$ cat config.mk
export PLATFORM = sky130hd
export DESIGN_NAME = cal_alarm
export DESIGN_NICKNAME = d
export VERILOG_FILES = /design/src/rtl/alm_pkg.sv /design/src/rtl/alm_datapath.sv /design/src/rtl/alm_control.sv /design/src/rtl/cal_alarm.sv
export SDC_FILE = /design/constraint.sdc
export NUM_CORES = 1
export LEC_CHECK = 0
export CAP_MARGIN = 5
export CORE_UTILIZATION = 60
export CTS_CLUSTER_SIZE = 10
export DETAILED_ROUTE_END_ITERATION = 7
export DONT_BUFFER_PORTS = 1
export PLACE_DENSITY = 0.76
export SLEW_MARGIN = 25
export SYNTH_ARGS = -nofsm -noshare
export SYNTH_HDL_FRONTEND = slang
export SYNTH_SLANG_ARGS = --single-unit
$ cat constraint.sdc
create_clock -name clk -period 1.9 [get_ports clk]
set_input_delay 0.095 -clock clk [delete_from_list [all_inputs] [get_ports clk]]
set_output_delay 0.095 -clock clk [all_outputs]
set_load 0.01 [all_outputs]
$ cat src/rtl/alm_pkg.sv
package alm_pkg;
  localparam int NUM_FIELDS = 6;
  localparam int FIELD_W = 8;
  localparam int SEL_W = $clog2(NUM_FIELDS);

  typedef struct packed {
    logic [NUM_FIELDS-1:0] fieldWe;
    logic ctlWe;
  } almStrobe_t;
endpackage

$ cat src/rtl/alm_datapath.sv
module alm_datapath
  import alm_pkg::*;
(
  input  logic clk,
  input  logic rstN,
  input  almStrobe_t strobe,
  input  logic [FIELD_W-1:0] wrData,
  input  logic [1:0] ctlData,
  input  logic [NUM_FIELDS-1:0][FIELD_W-1:0] curFields,
  output logic hit,
  output logic almEn,
  output logic pulseMode
);
  localparam int VAL_W = FIELD_W - 1;

  logic [NUM_FIELDS-1:0] fieldEn;
  logic [NUM_FIELDS-1:0] fieldOk;
  logic [NUM_FIELDS-1:0][VAL_W-1:0] fieldVal;

  for (genvar i = 0; i < NUM_FIELDS; i++) begin : g_field
    always_ff @(posedge clk or negedge rstN) begin
      if (!rstN) begin
        fieldEn[i] <= 1'b0;
        fieldVal[i] <= '0;
      end else if (strobe.fieldWe[i]) begin
        fieldEn[i] <= wrData[FIELD_W-1];
        fieldVal[i] <= wrData[VAL_W-1:0];
      end
    end
    assign fieldOk[i] = !fieldEn[i] || (curFields[i] == {1'b0, fieldVal[i]});
  end

  always_ff @(posedge clk or negedge rstN) begin
    if (!rstN) begin
      almEn <= 1'b0;
      pulseMode <= 1'b0;
    end else if (strobe.ctlWe) begin
      almEn <= ctlData[1];
      pulseMode <= ctlData[0];
    end
  end

  assign hit = (&fieldOk) && (|fieldEn);
endmodule

$ cat src/rtl/alm_control.sv
module alm_control
  import alm_pkg::*;
#(
  parameter int PULSE_CYC = 4
) (
  input  logic clk,
  input  logic rstN,
  input  logic tickStb,
  input  logic almWrEn,
  input  logic [SEL_W-1:0] almWrSel,
  input  logic ctlWrEn,
  input  logic statusClr,
  input  logic hit,
  input  logic almEn,
  input  logic pulseMode,
  output almStrobe_t strobe,
  output logic almFlag,
  output logic irqN
);
  localparam int CNT_W = $clog2(PULSE_CYC + 1);

  logic trigger;
  logic [CNT_W-1:0] pulseCnt;

  for (genvar i = 0; i < NUM_FIELDS; i++) begin : g_we
    assign strobe.fieldWe[i] = almWrEn && (almWrSel == SEL_W'(i));
  end
  assign strobe.ctlWe = ctlWrEn;

  assign trigger = tickStb && hit && almEn;

  always_ff @(posedge clk or negedge rstN) begin
    if (!rstN) almFlag <= 1'b0;
    else if (trigger) almFlag <= 1'b1;
    else if (statusClr) almFlag <= 1'b0;
  end

  always_ff @(posedge clk or negedge rstN) begin
    if (!rstN) pulseCnt <= '0;
    else if (trigger && pulseMode) pulseCnt <= CNT_W'(PULSE_CYC);
    else if (pulseCnt != '0) pulseCnt <= pulseCnt - 1'b1;
  end

  assign irqN = !(almEn && (pulseMode ? (pulseCnt != '0) : almFlag));
endmodule

$ cat src/rtl/cal_alarm.sv
module cal_alarm
  import alm_pkg::*;
#(
  parameter int PULSE_CYC = 4
) (
  input  logic clk,
  input  logic rstN,
  input  logic tickStb,
  input  logic [7:0] curSec,
  input  logic [7:0] curMin,
  input  logic [7:0] curHour,
  input  logic [7:0] curDate,
  input  logic [7:0] curMonth,
  input  logic [7:0] curDow,
  input  logic almWrEn,
  input  logic [2:0] almWrSel,
  input  logic [7:0] almWrData,
  input  logic ctlWrEn,
  input  logic [1:0] ctlWrData,
  input  logic statusClr,
  output logic almFlag,
  output logic irqN
);
  almStrobe_t strobe;
  logic hit, almEn, pulseMode;
  logic [NUM_FIELDS-1:0][FIELD_W-1:0] curFields;

  assign curFields = {curDow, curMonth, curDate, curHour, curMin, curSec};

  alm_control #(.PULSE_CYC(PULSE_CYC)) u_ctl (
    .clk(clk), .rstN(rstN), .tickStb(tickStb),
    .almWrEn(almWrEn), .almWrSel(almWrSel), .ctlWrEn(ctlWrEn),
    .statusClr(statusClr), .hit(hit), .almEn(almEn), .pulseMode(pulseMode),
    .strobe(strobe), .almFlag(almFlag), .irqN(irqN)
  );

  alm_datapath u_dp (
    .clk(clk), .rstN(rstN), .strobe(strobe), .wrData(almWrData),
    .ctlData(ctlWrData), .curFields(curFields),
    .hit(hit), .almEn(almEn), .pulseMode(pulseMode)
  );
endmodule

## Yosys cells after proc, flatten, opt, wreduce, memory -nomap -nowiden

Index checks and enable logic that the tools add are counted.
W data, S select, Z words.

- Output and inout bits: 2
- Register bits: 54
- Word-level logic and storage cells: 63
- Bits of input ports: 67

- Reductions and logical operators: 30
- Muxes and demuxes: 5
- Add/subtract/negate cells: 1
- Equal/unequal tests: 11

Operator list:

| operator | number |
|---|---|
| $eq A8 B7 Y1 | 6 |
| $logic_and A1 B1 Y1 | 11 |
| $logic_not A1 Y1 | 7 |
| $eq A3 B2 Y1 const B | 2 |
| $eq A3 B3 Y1 const B | 2 |
| $logic_or A1 B1 Y1 | 6 |
| $mux W3 | 2 |
| $reduce_and A6 Y1 | 1 |
| $reduce_or A6 Y1 | 1 |
| $reduce_bool A2 Y1 | 2 |
| $eq A3 B1 Y1 const B | 1 |
| $logic_not A3 Y1 | 1 |
| $mux W1 | 3 |
| $reduce_bool A3 Y1 | 1 |
| $sub A3 B1 Y3 const B | 1 |

## Logic depth before layout (Yosys ltp)

Gate-level depths: netlist of run 1.

- Word-level depth: 8
- Depth in mapped cells: 6
- Gate-level depth less buffers: 6

## Modules after synthesis

Synthesis of run 1 repeated with hierarchy kept, for this count alone.

- Cells, all modules: 205
- Area total of the unflattened synthesis: 2,628.8 um2

By module, submodules not included:

| module | cells an instance | area each (um2) | seq. area each (um2) | instances |
|---|---|---|---|---|
| alm_datapath | 171 | 2,343.5 | 1,251.2 | 1 |
| alm_control | 34 | 285.3 | 100.1 | 1 |

## Worst setup path after synthesis of run 1

No wires, ideal clock.

- Path type: register to register
- From: reg u_dp.fieldEn[0]
- To: reg u_ctl.almFlag
- Stages on the path, launching flop included: 5
- Data required time: 1.780 ns
- Data arrival time: 1.502 ns
- Path slack: 0.278 ns
- Clock period less this slack: 1.622 ns
- Path through: dfrtp_1 > or4_1 > o311a_1 > and4_4 > a41o_1

- Cells in the longest elaborated chain, start to end: 7
- Elaborated cells between the ends (all ways): 9
- Those cells by class: mux (1); reduce/logical (8)

Ends and longest elaborated chain:

| item | RTL line | RTL |
|---|---|---|
| from (decl) | alm_datapath.sv:16 | `logic [NUM_FIELDS-1:0] fieldEn;` |
| from (signal, indexed assignment) | alm_datapath.sv:26 | `fieldEn[i] <= wrData[FIELD_W-1];` |
| $logic_not A1 Y1 | alm_datapath.sv:30 | `assign fieldOk[i] = !fieldEn[i] \|\| (curFields[i] == {1'b0, fieldVal[i]});` |
| $logic_or A1 B1 Y1 | alm_datapath.sv:30 |  |
| $reduce_and A6 Y1 | alm_datapath.sv:43 | `assign hit = (&fieldOk) && (\|fieldEn);` |
| $logic_and A1 B1 Y1 * | alm_datapath.sv:43 |  |
| $logic_and A1 B1 Y1 * (2 in a row) | alm_control.sv:30 | `assign trigger = tickStb && hit && almEn;` |
| $mux W1 / $reduce_bool A2 Y1 (equally long branches) | -- |  |
| to (signal assigned) | alm_control.sv:33 | `if (!rstN) almFlag <= 1'b0;` |
| to (signal assigned) | alm_control.sv:34 | `else if (trigger) almFlag <= 1'b1;` |
| to (signal assigned) | alm_control.sv:35 | `else if (statusClr) almFlag <= 1'b0;` |
| to (decl) | alm_control.sv:17 | `output logic almFlag,` |

Every way passes the cells marked *; elsewhere a longest branch is shown, timed or not.
A chain may end at the register's enable or synchronous reset.

## Final worst setup path of run 1

- From: reg u_dp.fieldVal[6] (netlist bit)
- To: reg u_ctl.pulseCnt[0]

- Cells in the longest elaborated chain, start to end: 8
- Elaborated cells between the ends (all ways): 9
- Those cells by class: eq/ne (1); mux (1); reduce/logical (7)

Ends and longest elaborated chain:

| item | RTL line | RTL |
|---|---|---|
| from (decl) | alm_datapath.sv:18 | `logic [NUM_FIELDS-1:0][VAL_W-1:0] fieldVal;` |
| from (signal, indexed assignment) | alm_datapath.sv:27 | `fieldVal[i] <= wrData[VAL_W-1:0];` |
| $eq A8 B7 Y1 * | alm_datapath.sv:30 |  |
| $logic_or A1 B1 Y1 * | alm_datapath.sv:30 |  |
| $reduce_and A6 Y1 * | alm_datapath.sv:43 |  |
| $logic_and A1 B1 Y1 * | alm_datapath.sv:43 |  |
| $logic_and A1 B1 Y1 * (2 in a row) | alm_control.sv:30 |  |
| $logic_and A1 B1 Y1 * | alm_control.sv:40 | `else if (trigger && pulseMode) pulseCnt <= CNT_W'(PULSE_CYC);` |
| $mux W3 / $reduce_bool A2 Y1 (equally long branches) | -- |  |
| to (signal assigned) | alm_control.sv:40 |  |
| to (signal assigned) | alm_control.sv:41 | `else if (pulseCnt != '0) pulseCnt <= pulseCnt - 1'b1;` |
| to (decl) | alm_control.sv:23 | `logic [CNT_W-1:0] pulseCnt;` |

Marked as above.

==> impl_metrics.yaml, run 1 <==
run:
  cap_violations: 0
cts:
  path_clk_slew_ps: 90
  ctsLongestPathBuffers: 2
  cts_root_buf: "clkbuf_8"
  htree_levels: 2
  cts_sinks: 54
  cts_tree: "built"
  post_cts_buffers: 0
  numCtsBuffers: 5
  clk_latency_ps: 290
synthesis:
  synthCells: 197
  synth_simple_gate_area_share_pct: 7.58
  synthMuxAreaShare_pct: 21.9
  yosys-top-cells-area: "dfrtp_1, mux2_2, xnor2_1"
  async_flop_share_pct: 100
  syn-mean-instance-area_um2: 13.3
  yosys.area_share.adder_pct: 0.953
  synth_common_cells: "dfrtp_1, mux2_2, xnor2_1, xor2_1, or4_1"
  synth_nets: 266
  ys_ff_latch: 54
  synthesis.area_um2: 2630
  synth_edf_count: 0
  synth_top_area_share_pct: 51.5
  synth_compound_area_share_pct: 3.05
  netlist.top_cell.by_area: "dfrtp_1"
  synth_ff_type: "dfrtp_1"
  synth_top_family_by_area: "multiplexers"
  yosysWarnings: 0
  yosys.cell_count.top_type: "dfrtp_1"
  ys_seq_area_share_pct: 51.5
  ys_types: 27
  synth_xor_area_share_pct: 14.3
floorplan:
  dieArea_um2: 4650
  die_w_um: 68.2
  ios: 69
  core_area_um2: 4120
  start_util_pct: 63.8
  chipHeight_um: 68.2
  fp-row-count: 23
global_route:
  grt_pass1_vias: 1676
  grt.total_usage_pct: 26.0
  grt_max_degree: 55
  antenna_found_initial: 1
  grt_overflow: 0
  grt_pass1_wl_mm: 8.32
power:
  p_leak_nw: 1.21
  p_per_area_nw_per_um2: 1050
  max-vdd-ir-drop_uv: 625
setup_path:
  path_class: "flop to flop"
  reg2reg_depth: 5
  rrSetupSlack_ps: 110
  worstPathRequired_ps: 2090
  arrival_ps: 1970
  crit_path_end_kind: "flop"
  start_kind: "flop"
  r2r-end: "u_ctl.pulseCnt[0]"
  r2r-start: "u_dp.fieldVal[6]"
  crit_fanout: 3
timing:
  hold_viol_final: 0
  fmax_mhz: 559
  finalSetupTns_ps: 0
  finalClockSkew_ps: 1.51
  relSlewSlack_pct: 49.2
  drv_slew: 0
  holdWs_ps: 79.0
  fin_crit_sh_pct: 94.1
  min_period_ps: 1790
  setup_ws_ps: 112
  rsz0062_at_grt: "no"
  setup_violations: 0
  worst_pin_slew_ps: 757
drt:
  drc: 0
  post_drt_wl_per_cell_um: 20.8
  drt_iter0_drc: 92
  drt_first_pass_iters: 4
  final_antenna_net_count: 0
  vias: 1624
  drt_wl_total_mm: 5.55
  routed_via_density: 6.08
placed_design:
  dpl_cell_area_um2: 2680
  io_buffer_count: 0
  hpwl_mm: 3.99
  preCtsSetupSlack_ps: 193
  routabilityCongestion: 0.772
min_path:
  holdPathEnd: "u_ctl.almFlag"
  holdCritPathClass: "primary input to flop"
  min_from: "statusClr"
  whs_path_depth: 2
cells_and_area:
  syn2layout_area_growth_pct: 12.1
  layout.nets: 284
  drive_above_1_share_pct: 28.7
  final_core_util_pct: 71.5
  finish.instance_area_um2: 2940
outcome:
  status: "finished, final reports clean"
worst max path at each step:
stage | endpoint | slack (ps) | from
after floorplan | u_ctl.almFlag | 280 | u_dp.fieldEn[0]
after CTS | u_ctl.pulseCnt[0] | 120 | u_dp.fieldVal[6]
final | u_ctl.pulseCnt[0] | 110 | u_dp.fieldVal[6]
after detailed placement | u_ctl.pulseCnt[0] | 190 | u_dp.fieldVal[41]
after global routing | u_ctl.pulseCnt[0] | 40 | u_dp.fieldVal[6]
after global placement | u_ctl.almFlag | 250 | u_dp.fieldEn[0]
area by class of cell:
type | instances | area, um^2
Tap cell | 50 | 62.6
Inverter | 2 | 7.51
Clock inverter | 1 | 30.0
Multi-Input combinational cell | 138 | 1250
Sequential cell | 54 | 1350
Antenna cell | 1 | 2.50
Fill cell | 282 | 1170
Clock buffer | 7 | 76.3
Timing Repair Buffer | 14 | 158
flip-flops by register name, indices dropped and copies added, names as in the netlist:
register / count
u_ctl.almFlag: 1
u_ctl.pulseCnt: 3
u_dp.almEn: 1
u_dp.fieldEn: 6
u_dp.fieldVal: 42
u_dp.pulseMode: 1
per-stage QoR:
step | instances | power (mW)
2_1_floorplan | 197 | 2.15
3_5_place_dp | 244 | 2.31
4_1_cts | 266 | 3.11
6_report | 267 | 3.09
3_3_place_gp | 244 | 2.23
5_1_grt | 267 | 3.26
cells in the final DEF (no fill, tap or decap), drive strengths merged:
| master | synthesis | layout |
|---|---|---|
| nand4b | 1 | 1 |
| nor3 | 1 | 1 |
| xnor2 | 25 | 25 |
| xor2 | 18 | 18 |
| and4 | 2 | 2 |
| diode | 0 | 1 |
| nor2 | 3 | 3 |
| dlygate4sd3 | 0 | 13 |
| o211ai | 1 | 1 |
| buf | 1 | 1 |
| bufinv | 0 | 1 |
| nand3 | 1 | 1 |
| a41o | 1 | 1 |
| nand2 | 3 | 3 |
| mux2 | 51 | 51 |
| nor3b | 1 | 1 |
| o21ai | 6 | 6 |
| o311a | 1 | 1 |
| inv | 2 | 2 |
| dfrtp | 54 | 54 |
| ha | 2 | 2 |
| and3b | 1 | 1 |
| nor2b | 3 | 3 |
| clkbuf | 2 | 7 |
| a21o | 1 | 1 |
| or4 | 7 | 7 |
| a21oi | 3 | 3 |
| nand4 | 6 | 6 |
where the power goes:
part	internal (mW)	total [mW]	leakage, nW	switching, mW
Sequential	1.42	1.61	0.649	0.190
Clock	0.394	0.735	0.0525	0.340
Combinational	0.447	0.751	0.509	0.304
per-layer routing:
metal  global-route usage (%)  wire length (um)  up-vias
li1                         -                 -      736
met1                     29.2              2210      821
met2                     46.0              2850       58
met3                     7.83               373        9
met4                     9.90               122        0
met5                        0                 0        -
timing repair:
| action | in CTS | in global routing |
|---|---|---|
| hold buffers | 14 | 0 |
| gates resized for setup | 0 | 0 |
| endpoints found under the setup margin | 0 | 0 |
| hold endpoints to repair | 104 | 0 |
cell families (layout without fill, tap and decap cells):
kind of cell | after synthesis | count (layout)
flops | 54 | 54
mux | 51 | 51
xor+xnor | 43 | 43
simple gates | 29 | 29
compound gates | 13 | 13
buf+inv | 5 | 24
fa+ha+maj | 2 | 2
other cells | 0 | 1
worst max-delay path: stages (launching register included):
cell	delay [ps]
dfrtp_1	400
xor2_1	160
or4_1	520
o21ai_1	250
and4_1	280
a21oi_1	80
Power figures use the tool's default switching activity.
==> run 2, diff against run 1 <==
- GPL_TIMING_DRIVEN: default -> 0
==> impl_metrics.yaml, run 2 (synthesis gave the netlist of run 1 again) <==
setup_path:
  path_class: "flop to flop"
  r2r-start: "u_dp.fieldEn[0]"
  rrSetupSlack_ps: 120
  reg2reg_depth: 4
  crit_path_end_kind: "flop"
  r2r-end: "u_ctl.almFlag"
  start_kind: "flop"
  worstPathRequired_ps: 2110
  crit_fanout: 4
  arrival_ps: 1990
global_route:
  grt_max_degree: 55
  grt_overflow: 0
  grt.total_usage_pct: 26.6
  antenna_found_initial: 0
  grt_pass1_vias: 1768
  grt_pass1_wl_mm: 8.47
drt:
  drt_first_pass_iters: 4
  post_drt_wl_per_cell_um: 20.5
  final_antenna_net_count: 0
  met1_length_mm: 2.13
  met3_length_um: 284
  highest_layer: "met4"
  drc: 0
  drt_iter0_drc: 67
  route.met2.wl_mm: 2.96
  drt_wl_total_mm: 5.51
  routed_via_density: 5.97
  vias: 1607
timing:
  worst_pin_slew_ps: 645
  fin_crit_sh_pct: 93.7
  fmax_mhz: 562
  relSlewSlack_pct: 56.8
  setup_violations: 0
  min_period_ps: 1780
  hold_viol_final: 0
  finalClockSkew_ps: 3.75
  finalSetupTns_ps: 0
  rsz0062_at_grt: "no"
  setup_ws_ps: 120
  drv_slew: 0
  holdWs_ps: 14.9
cts:
  clk_latency_ps: 310
  cts_root_buf: "clkbuf_8"
  ctsLongestPathBuffers: 2
  htree_levels: 2
  path_clk_slew_ps: 90
  cts_tree: "built"
  numCtsBuffers: 5
  cts_sinks: 54
  post_cts_buffers: 0
floorplan:
  start_util_pct: 63.8
  ios: 69
  core_area_um2: 4120
  fp-row-count: 23
  chipHeight_um: 68.2
  dieArea_um2: 4650
  die_w_um: 68.2
cells_and_area:
  antenna_cells: 0
  multi_input_area_um2: 1250
  drive_above_1_share_pct: 29.7
  final_cell_mix: "dfrtp_1, mux2_2, xnor2_1, xor2_1, dlygate4sd3_1"
  fin_cells: 269
  register_area_um2: 1350
  syn2layout_area_growth_pct: 12.6
  layout.nets: 287
  fill_cells: 310
  top_register: "u_dp.fieldVal"
  final_common_cell: "dfrtp_1"
  top_regs: "u_dp.fieldVal (42), u_dp.fieldEn (6), u_ctl.pulseCnt (3)"
  largest_reg_flops: 42
placed_design:
  io_buffer_count: 0
  dp_cells: 247
  preCtsSetupSlack_ps: 143
  hpwl_mm: 3.95
  routabilityCongestion: 0.790
power:
  max-vdd-ir-drop_uv: 540
  comb_power_share_pct: 24.3
  switching_share_pct: 27.8
  finalPower_mw: 3.09
  p_sw_uw: 859
  seqPwrFrac_pct: 52.1
  clkPwrFrac_pct: 23.6
  p_per_area_nw_per_um2: 1050
  intPower_mw: 2.23
  p_leak_nw: 1.22
min_path:
  min_from: "statusClr"
  holdCritPathClass: "primary input to flop"
  holdPathEnd: "u_ctl.almFlag"
  whs_path_depth: 2
run:
  cap_violations: 0
outcome:
  status: "finished, final reports clean"
## run 2: cell types whose count changed in the layout (fill, tap and decap cells not counted)
cell,delta
bufinv_16,-1
clkbuf_8,+3
buf_2,+1
diode_2,-1
## run 2: worst max path at each step
stage | start | end | slack (ps) | cells after the start
after floorplan | u_dp.fieldEn[0] | u_ctl.almFlag | 280 | 4
final | u_dp.fieldEn[0] | u_ctl.almFlag | 120 | 4
after global routing | u_dp.fieldVal[6] | u_ctl.pulseCnt[0] | 50 | 5
after CTS | u_dp.fieldEn[0] | u_ctl.almFlag | 120 | 4
after detailed placement | u_dp.fieldVal[6] | u_ctl.pulseCnt[0] | 140 | 5
after global placement | u_dp.fieldEn[0] | u_ctl.almFlag | 170 | 4
## run 2: worst max-delay path, stage by stage, from the launching register on
cell and delay [ps]:
dfrtp_1 420, or4_1 550, o311a_1 310, and4_4 220, a41o_1 180
## run 2: cell type report
class / instances / share of cell area (%)
Inverter: 2 / 0.254
Tap cell: 50 / 2.12
Sequential cell: 54 / 45.7
Timing Repair Buffer: 14 / 5.33
Clock buffer: 8 / 3.72
Buffer: 3 / 0.423
Multi-Input combinational cell: 138 / 42.4
## run 2: per-stage QoR
stage	utilization, %	area, um^2
global route	71.8	2960
global placement	65.3	2690
CTS	71.8	2960
floorplan	-	2630
finish	71.8	2960
detailed placement	65.3	2690
## run 2: metal layers
metal  vias up  global-route usage [%]
met5         -                       0
met4         0                    12.0
met3        12                    5.33
met2        51                    49.1
met1       802                    28.8
li1        742                       -
## run 2: what timing repair did
item                                   4_1_cts  5_1_grt
hold buffers                                14        0
setup endpoints to repair                    0        0
resized for setup                            0        0
endpoints found under the hold margin      104        0
## run 2: power groups by stage
stage	clock, mW	sequential, mW	combinational, mW
final	0.729	1.61	0.752
after floorplan	0	1.57	0.586
after CTS	0.749	1.61	0.766
after global routing	0.787	1.64	0.848
after detailed placement	0	1.63	0.690
after global placement	0	1.60	0.627
==> run 3, diff against run 2 <==
- GPL_TIMING_DRIVEN: 0 -> 1
- SETUP_SLACK_MARGIN: default -> 0.02
- SYNTH_HIERARCHICAL: default -> 1
==> impl_metrics.yaml, run 3 <==
cells_and_area:
  syn2layout_area_growth_pct: 12.8
  drive_above_1_share_pct: 29.2
  final_core_util_pct: 72.0
  antenna_cells: 0
  fin_cells: 276
  top_register: "u_dp/fieldVal"
  largest_reg_flops: 42
  final_common_cell: "dfrtp_1"
  fill_cells: 291
  top_regs: "u_dp/fieldVal (42), u_dp/fieldEn (6), u_ctl/pulseCnt (3)"
  final_cell_mix: "dfrtp_1, mux2_2, xor2_1, dlygate4sd3_1, xnor2_1"
  layout.nets: 294
power:
  p_sw_uw: 823
  p_per_area_nw_per_um2: 1000
  comb_power_share_pct: 24.6
  clkPwrFrac_pct: 21.4
  switching_share_pct: 27.8
  max-vdd-ir-drop_uv: 645
  seqPwrFrac_pct: 54.0
  finalPower_mw: 2.97
  p_leak_nw: 1.25
  intPower_mw: 2.14
floorplan:
  die_w_um: 68.2
  core_area_um2: 4120
  start_util_pct: 63.9
  fp-row-count: 23
  chipHeight_um: 68.2
  dieArea_um2: 4650
  ios: 69
timing:
  drv_slew: 0
  fmax_mhz: 500
  holdWs_ps: 62.2
  setup_ws_ps: -101
  worst_pin_slew_ps: 672
  fin_crit_sh_pct: 105
  setup_violations: 3
  finalClockSkew_ps: 9.18
  min_period_ps: 2000
  relSlewSlack_pct: 55.0
  rsz0062_at_grt: "yes"
  hold_viol_final: 0
synthesis:
  ys_types: 24
  ys_ff_latch: 54
  synthCells: 205
  synth_nets: 274
  syn-mean-instance-area_um2: 12.8
  synth_top_family_by_area: "multiplexers"
  synth_edf_count: 0
  ys_seq_area_share_pct: 51.4
  synth_xor_area_share_pct: 14.3
  yosysWarnings: 6
  async_flop_share_pct: 100
  synthesis.area_um2: 2630
  yosys.area_share.adder_pct: 0.952
  synth_simple_gate_area_share_pct: 7.90
  yosys.cell_count.top_type: "dfrtp_1"
  synth_compound_area_share_pct: 2.28
  netlist.top_cell.by_area: "dfrtp_1"
  synth_top_area_share_pct: 51.4
  yosys-top-cells-area: "dfrtp_1, mux2_2, xor2_1"
  synth_ff_type: "dfrtp_1"
  synthMuxAreaShare_pct: 21.4
  synth_common_cells: "dfrtp_1, mux2_2, xor2_1, xnor2_1"
drt:
  routed_via_density: 5.78
  drt_wl_total_mm: 5.45
  post_drt_wl_per_cell_um: 19.7
  drt_iter0_drc: 69
  final_antenna_net_count: 0
  vias: 1594
  drc: 0
  drt_first_pass_iters: 4
cts:
  ctsLongestPathBuffers: 2
  cts_root_buf: "clkbuf_8"
  path_clk_slew_ps: 80
  clk_latency_ps: 300
  post_cts_buffers: 0
  cts_tree: "built"
  htree_levels: 2
  cts_sinks: 54
  numCtsBuffers: 5
setup_path:
  arrival_ps: 2230
  crit_fanout: 3
  worstPathRequired_ps: 2130
  reg2reg_depth: 8
  r2r-start: "u_dp/fieldVal[39]"
  start_kind: "flop"
  crit_path_end_kind: "flop"
  path_class: "flop to flop"
  rrSetupSlack_ps: -100
  r2r-end: "u_ctl/pulseCnt[2]"
global_route:
  grt_pass1_wl_mm: 8.10
  grt_overflow: 0
  antenna_found_initial: 0
  grt_max_degree: 55
  grt.total_usage_pct: 25.8
  grt_pass1_vias: 1680
min_path:
  min_from: "tickStb"
  whs_path_depth: 2
  holdPathEnd: "u_ctl/pulseCnt[0]"
  holdCritPathClass: "primary input to flop"
outcome:
  violations: "setup timing"
  status: "finished, violations left"
placed_design:
  io_buffer_count: 0
  dp_cells: 252
  preCtsSetupSlack_ps: -101
  routabilityCongestion: 0.809
  hpwl_mm: 3.96
run:
  cap_violations: 0
[run 3: cell types whose count changed in the layout (fill, tap and decap cells not counted), moves of 3 or more]
cell	change
o21ai_1	-4
nor2b_1	-3
nor2_1	+6
xor2_1	+16
buf_4	+4
a21oi_1	-3
o21ai_0	+3
nand4_1	-4
nor4_1	+8
nand2b_1	+3
or4_1	-4
xnor2_1	-16
[run 3: worst max-delay path, cell delays in order (launching register included)]
cell      delay [ps]
dfrtp_1          410
xor2_1           160
nor4_1           310
nand2_1          130
a222oi_1         290
and4_1           290
and4_4           260
a21oi_2           30
o21ai_1           60
[run 3: final cells by class]
| cell class | instances | area, um^2 | area share, % |
|---|---|---|---|
| clock buffer | 7 | 86.3 | 2.91 |
| clock inverter | 1 | 5.00 | 0.169 |
| inverter | 4 | 15.0 | 0.507 |
| multi-input combinational | 140 | 1240 | 41.7 |
| sequential | 54 | 1350 | 45.6 |
| tap | 50 | 62.6 | 2.11 |
| timing repair buffer | 20 | 208 | 7.01 |
[run 3: power groups by stage]
stage | sequential [mW] | combinational (mW) | clock, mW
after global placement | 1.60 | 0.602 | 0
after detailed placement | 1.63 | 0.643 | 0
after CTS | 1.60 | 0.736 | 0.657
after floorplan | 1.57 | 0.563 | 0
after global routing | 1.63 | 0.811 | 0.709
final | 1.60 | 0.730 | 0.635
[run 3: worst max path at each step]
stage / start / endpoint
final: u_dp/fieldVal[39] / u_ctl/pulseCnt[2]
after global routing: u_dp/fieldVal[15] / u_ctl/pulseCnt[2]
after CTS: u_dp/fieldVal[15] / u_ctl/pulseCnt[2]
after detailed placement: u_dp/fieldVal[19] / u_ctl/pulseCnt[2]
after global placement: u_dp/fieldVal[18] / u_ctl/pulseCnt[2]
after floorplan: u_dp/fieldVal[19] / u_ctl/pulseCnt[2]
[run 3: per-layer routing]
metal | routed length (um) | vias to the layer above | global-route usage [%]
met3 | 331 | 4 | 6.33
met5 | 0 | - | 0
met2 | 2880 | 52 | 44.5
li1 | - | 749 | -
met1 | 2190 | 789 | 30.6
met4 | 44 | 0 | 10.4
[run 3: timing repair]
| action | 4_1_cts | 5_1_grt |
|---|---|---|
| pin swaps | 7 | 1 |
| endpoints found under the setup margin | 3 | 4 |
| resized for setup | 2 | 1 |
| endpoints found under the hold margin | 105 | 0 |
| hold buffers | 16 | 0 |
[run 3: cells by family (layout without fill, tap and decap cells)]
family / Yosys count / in the layout
DFF: 54 / 54
muxes: 50 / 50
AOI/OAI and AO/OA: 9 / 9
and+or+nand+nor: 36 / 36
buffers and inverters: 11 / 32
adders and majority gates: 2 / 2
xor gates and xnor gates: 43 / 43
[run 3: per-stage QoR]
stage	setup TNS [ps]	area [um^2]
after CTS	-238	2960
after global routing	-483	2960
after global placement	-79.9	2690
after detailed placement	-263	2690
after floorplan	0	2630
final	-285	2960
